File: src/rtl/qbd_pkg.sv
package qbd_pkg;

  typedef enum logic [1:0] {
    RD_LATCH     = 2'd0,
    RD_PIN       = 2'd1,
    RD_BY_ACCESS = 2'd2
  } qbd_rd_mode_e;

  // width of a down-counter that must hold the value len
  function automatic int unsigned qbd_cnt_width(input int unsigned len);
    return (len < 2) ? 1 : $clog2(len + 1);
  endfunction

  // a latch bit rises when a write stores 1 over a stored 0
  function automatic logic qbd_is_rise(input logic wr, input logic d, input logic q);
    return wr & d & ~q;
  endfunction

endpackage

File: src/rtl/qbd_pin_cell.sv
module qbd_pin_cell #(
  parameter int unsigned PULSE_LEN = 2,
  parameter int unsigned CW        = 2
) (
  input  logic clk,
  input  logic rst_n,
  input  logic wr_en,
  input  logic wr_bit,
  output logic latch_q,
  output logic strong_q,
  output logic rise_evt
);
  import qbd_pkg::*;

  localparam logic [CW-1:0] LOAD = CW'(PULSE_LEN);

  logic [CW-1:0] cnt_q;

  assign rise_evt = qbd_is_rise(wr_en, wr_bit, latch_q);
  assign strong_q = (cnt_q != '0);

  always_ff @(posedge clk) begin
    if (!rst_n) begin
      latch_q <= 1'b1;
      cnt_q   <= '0;
    end else begin
      if (wr_en) latch_q <= wr_bit;
      if (rise_evt)
        cnt_q <= LOAD;
      else if (wr_en && !wr_bit)
        cnt_q <= '0;
      else if (cnt_q != '0)
        cnt_q <= cnt_q - 1'b1;
    end
  end

endmodule

File: src/rtl/qbd_pin_sync.sv
module qbd_pin_sync #(
  parameter int unsigned WIDTH  = 8,
  parameter int unsigned STAGES = 2
) (
  input  logic             clk,
  input  logic             rst_n,
  input  logic [WIDTH-1:0] pin_in,
  output logic [WIDTH-1:0] pin_sync
);
  generate
    if (STAGES == 0) begin : g_bypass
      assign pin_sync = pin_in;
    end else begin : g_chain
      logic [WIDTH-1:0] stage_q [STAGES];
      always_ff @(posedge clk) begin
        if (!rst_n) begin
          for (int s = 0; s < STAGES; s++) stage_q[s] <= '1;
        end else begin
          stage_q[0] <= pin_in;
          for (int s = 1; s < STAGES; s++) stage_q[s] <= stage_q[s-1];
        end
      end
      assign pin_sync = stage_q[STAGES-1];
    end
  endgenerate
endmodule

File: src/rtl/qbd_read_mux.sv
module qbd_read_mux #(
  parameter int unsigned          WIDTH     = 8,
  parameter qbd_pkg::qbd_rd_mode_e READ_MODE = qbd_pkg::RD_LATCH
) (
  input  logic [WIDTH-1:0] latch_v,
  input  logic [WIDTH-1:0] pin_v,
  input  logic             sel_latch,
  output logic [WIDTH-1:0] rd_v
);
  generate
    if (READ_MODE == qbd_pkg::RD_LATCH) begin : g_latch
      assign rd_v = latch_v;
    end else if (READ_MODE == qbd_pkg::RD_PIN) begin : g_pin
      assign rd_v = pin_v;
    end else begin : g_access
      assign rd_v = sel_latch ? latch_v : pin_v;
    end
  endgenerate

  logic unused_ok;
  assign unused_ok = ^{sel_latch, latch_v, pin_v};
endmodule

File: src/rtl/qbd_port.sv
module qbd_port #(
  parameter int unsigned           WIDTH       = 8,
  parameter int unsigned           PULSE_LEN   = 2,
  parameter int unsigned           SYNC_STAGES = 2,
  parameter qbd_pkg::qbd_rd_mode_e READ_MODE   = qbd_pkg::RD_LATCH
) (
  input  logic             clk,
  input  logic             rst_n,
  input  logic             wr_en,
  input  logic [WIDTH-1:0] wr_data,
  input  logic [WIDTH-1:0] pin_in,
  input  logic             rd_latch_sel,
  output logic [WIDTH-1:0] rd_data,
  output logic [WIDTH-1:0] pull_dn_en,
  output logic [WIDTH-1:0] strong_up_en
);
  localparam int unsigned CW = qbd_pkg::qbd_cnt_width(PULSE_LEN);

  logic [WIDTH-1:0] latch_v;
  logic [WIDTH-1:0] rise_evt;
  logic [WIDTH-1:0] pin_sync;

  for (genvar i = 0; i < WIDTH; i++) begin : g_pin
    qbd_pin_cell #(.PULSE_LEN(PULSE_LEN), .CW(CW)) u_cell (
      .clk      (clk),
      .rst_n    (rst_n),
      .wr_en    (wr_en),
      .wr_bit   (wr_data[i]),
      .latch_q  (latch_v[i]),
      .strong_q (strong_up_en[i]),
      .rise_evt (rise_evt[i])
    );
  end

  assign pull_dn_en = ~latch_v;

  qbd_pin_sync #(.WIDTH(WIDTH), .STAGES(SYNC_STAGES)) u_sync (
    .clk      (clk),
    .rst_n    (rst_n),
    .pin_in   (pin_in),
    .pin_sync (pin_sync)
  );

  qbd_read_mux #(.WIDTH(WIDTH), .READ_MODE(READ_MODE)) u_rd (
    .latch_v   (latch_v),
    .pin_v     (pin_sync),
    .sel_latch (rd_latch_sel),
    .rd_v      (rd_data)
  );

endmodule

File: config.mk
export PLATFORM = sky130hd
export DESIGN_NAME = qbd_port
export DESIGN_NICKNAME = d
export VERILOG_FILES = /design/src/rtl/qbd_pkg.sv /design/src/rtl/qbd_pin_cell.sv /design/src/rtl/qbd_pin_sync.sv /design/src/rtl/qbd_read_mux.sv /design/src/rtl/qbd_port.sv
export SDC_FILE = /design/constraint.sdc
export NUM_CORES = 1
export LEC_CHECK = 0
export BUFFER_PORTS_ARGS = -buffer_cell sky130_fd_sc_hd__buf_2
export CAP_MARGIN = 15
export CORE_MARGIN = 2
export CORE_UTILIZATION = 45
export DETAILED_ROUTE_END_ITERATION = 16
export PLACE_DENSITY = 0.71
export SLEW_MARGIN = 10
export SYNTH_ARGS = -nofsm -noshare
export SYNTH_HDL_FRONTEND = slang
export SYNTH_SLANG_ARGS = --single-unit
File: constraint.sdc
create_clock -name clk -period 2.05 [get_ports clk]
set_input_delay 0.41 -clock clk [delete_from_list [all_inputs] [get_ports clk]]
set_output_delay 0.41 -clock clk [all_outputs]
set_load 0.005 [all_outputs]
==> flow_summary.yaml <==
final_layout:
  diodes: 0
  regArea_um2: 480
  final_util_pct: 51.4
  areaGrowthSynthToFinish_pct: 6.47
  layout-drive-gt1-share_pct: 45.0
  fin_nets: 172
  multiInputGateArea_um2: 538
  filler_cell_count: 264
pwr:
  combPwrFrac_pct: 11.7
  clkPwrFrac_pct: 29.4
  ir_drop_v: 0.000648
  power_density_nw_per_um2: 646
  p_seq_share_pct: 58.8
  netSwitchingFraction_pct: 24.4
  p_int_mw: 0.633
  leakagePower_nw: 0.621
  p_switching_mw: 0.204
die:
  start_util_pct: 48.3
  io_pins: 44
  dieHeight_um: 56.0
  rows: 18
  die_x_um: 56.0
  die_area_um2: 3140
  design.core.area_um2: 2520
timing:
  period_minus_slack_ns: 1.49
  setup_viol: 0
  hold_viol_final: 0
  period_share_pct: 72.7
  fmax_mhz: 671
  grt_setup_unrepaired: "false"
  finalMaxSlewViolations: 0
  finalSetupTns_ns: 0
  slew_headroom_pct: 60.3
  finClkSkew_ns: 0.00233
  worst_slew_pin_slew_ns: 0.595
routing:
  wl_mm: 2.03
  ant_nets: 0
  vias: 872
  drc: 0
  drt-pass1-iter-count: 4
  via_per_inst: 4.82
  drt_iter0_drc: 22
  routedWlPerCell_um: 11.2
synthesis:
  ys_ff_latch: 24
  synth_nets: 154
  ys_types: 14
  yosys_most_used_dff: "dfxtp_1"
  synth_edf_count: 0
  netlist_instances: 134
  synth-async-reset-ratio_pct: 0
  yosys_warnings: 0
  synth_common_cells: "dfxtp_1 (24), nand2_1 (24), buf_4 (19)"
  syn_area_um2: 1220
  synth.avg_cell_area_um2: 9.09
  yosys.area.top_type_share_pct: 39.5
  synth-seq-area-share_pct: 39.5
  yosysTopAreaCell: "dfxtp_1"
  netlist_top_cells_area: "dfxtp_1 (39%), a211oi_2 (16%), buf_4 (12%)"
clocking:
  worstSkewPairLatency_ns: 0.31
  postCtsSetupBuffers: 0
  htree_levels: 1
  cts_tree: "yes"
  cts_buffers: 3
  ctsHoldBuffers: 0
  ctsResizeCount: 0
  clock_path_buffers: 2
  clkSinkCount: 24
  cts_root_buf: "clkbuf_4"
  clk_pin_slew_ns: 0.13
placed_design:
  place_congestion: 0.685
  numPortBuffers: 34
  dp_hpwl_mm: 1.50
setup_path:
  cp-start-kind: "flip-flop"
  r2r_slack_ns: 1.20
  required_ns: 1.64
  critical-path-max-stage-delay_ns: 0.35
  r2r_cells: 2
  cp.arrival_ns: 1.08
  cp_top_family: "flip-flops"
  r2r_end: "g_pin[7].u_cell.cnt_q[1]"
  r2r_start: "g_pin[7].u_cell.latch_q"
  cp_max_fo: 3
  worst-path-buf-inv: 1
  worst_setup_path_end_kind: "output pin"
  path_class: "reg2out"
  crit_slowest_cell: "dfxtp_1"
  crit_chain: "or2_2 > buf_2"
worst_hold_path:
  hp-class: "in2reg"
  holdPathStages: 3
  worstHoldEndpoint: "g_pin[5].u_cell.cnt_q[0]"
  holdCritStartpoint: "wr_data[5]"
run_status:
  status: "finished clean"
job:
  max_cap_viol_count: 0
grt:
  overflow: 0
  grt_pass1_vias: 859
  gr-usage-all-layers_pct: 13.6
  antenna_found_initial: 0
  grt_max_degree: 33
  grt_pass1_wl_mm: 3.46
[cells in the final DEF, fill, tap and decap left out]
| master | netlist | routed |
|---|---|---|
| clkbuf_4 | 0 | 3 |
| nand2b_1 | 8 | 8 |
| a211oi_2 | 16 | 16 |
| o21ai_1 | 6 | 6 |
| nor2b_2 | 3 | 3 |
| dfxtp_1 | 24 | 24 |
| and2b_1 | 4 | 4 |
| nand2_1 | 24 | 24 |
| nor2b_4 | 1 | 1 |
| o21ai_2 | 2 | 2 |
| or2_2 | 8 | 8 |
| inv_1 | 9 | 9 |
| buf_2 | 0 | 34 |
| clkbuf_8 | 0 | 1 |
| nor2_1 | 8 | 8 |
[per-layer routing]
metal  global-route usage [%]  routed length (um)  up-vias
li1                         -                   -      448
met1                     15.7                 887      397
met2                     23.9                 991       25
met3                     4.65                 134        2
met4                     3.74                  15        0
met5                        0                   0        -
[how the worst max path moves through the flow]
stage	from	slack, ns	to	depth (start not counted)
6_report	g_pin[0].u_cell.cnt_q[1]	0.56	strong_up_en[0]	2
3_5_place_dp	wr_en	0.65	g_pin[4].u_cell.latch_q	3
2_1_floorplan	g_pin[0].u_cell.cnt_q[1]	0.94	strong_up_en[0]	2
3_3_place_gp	wr_en	0.69	g_pin[4].u_cell.latch_q	3
4_1_cts	g_pin[0].u_cell.cnt_q[1]	0.54	strong_up_en[0]	2
5_1_grt	g_pin[0].u_cell.cnt_q[1]	0.51	strong_up_en[0]	2
[stage by stage]
stage | setup WS [ns] | cells | cell area (um^2) | hold WS, ns | power (mW)
2_1_floorplan | 0.938 | 134 | 1220 | 0.414 | 0.583
3_3_place_gp | 0.687 | 177 | 1260 | 0.426 | 0.599
3_5_place_dp | 0.648 | 177 | 1260 | 0.433 | 0.602
4_1_cts | 0.540 | 181 | 1300 | 0.352 | 0.848
5_1_grt | 0.508 | 181 | 1300 | 0.355 | 0.878
6_report | 0.560 | 181 | 1300 | 0.356 | 0.837
[state kept, by name, indices dropped and copies added (netlist names)]
register,flops
g_pin.u_cell.cnt_q,16
g_pin.u_cell.latch_q,8
[power groups by stage]
stage / sequential, mW / combinational [mW] / clock, mW
2_1_floorplan: 0.500 / 0.0839 / 0
3_3_place_gp: 0.502 / 0.0973 / 0
3_5_place_dp: 0.503 / 0.0996 / 0
4_1_cts: 0.492 / 0.100 / 0.256
5_1_grt: 0.495 / 0.109 / 0.273
6_report: 0.492 / 0.0983 / 0.246
[layout make-up]
cell class,instances,share of cell area [%]
clock buffers,4,2.80
inverters,9,2.61
multi-input cells,80,41.5
flip-flops and latches,24,37.1
well taps,30,2.90
repair buffers,34,13.1
[kinds of logic (layout without fill, tap and decap cells)]
logic type	after synthesis	in the layout	synth area share [%]
flip-flops	24	24	39.5
AO/OA/AOI/OAI	24	24	20.3
buffers and inverters	30	47	16.3
AND/OR/NAND/NOR	56	56	23.8
[worst register-to-register path, cell delays in order (launching register included)]
cell and delay (ns):
dfxtp_1 0.37, nand2b_1 0.17, a211oi_2 0.24
(Power assumes the default switching activity.)
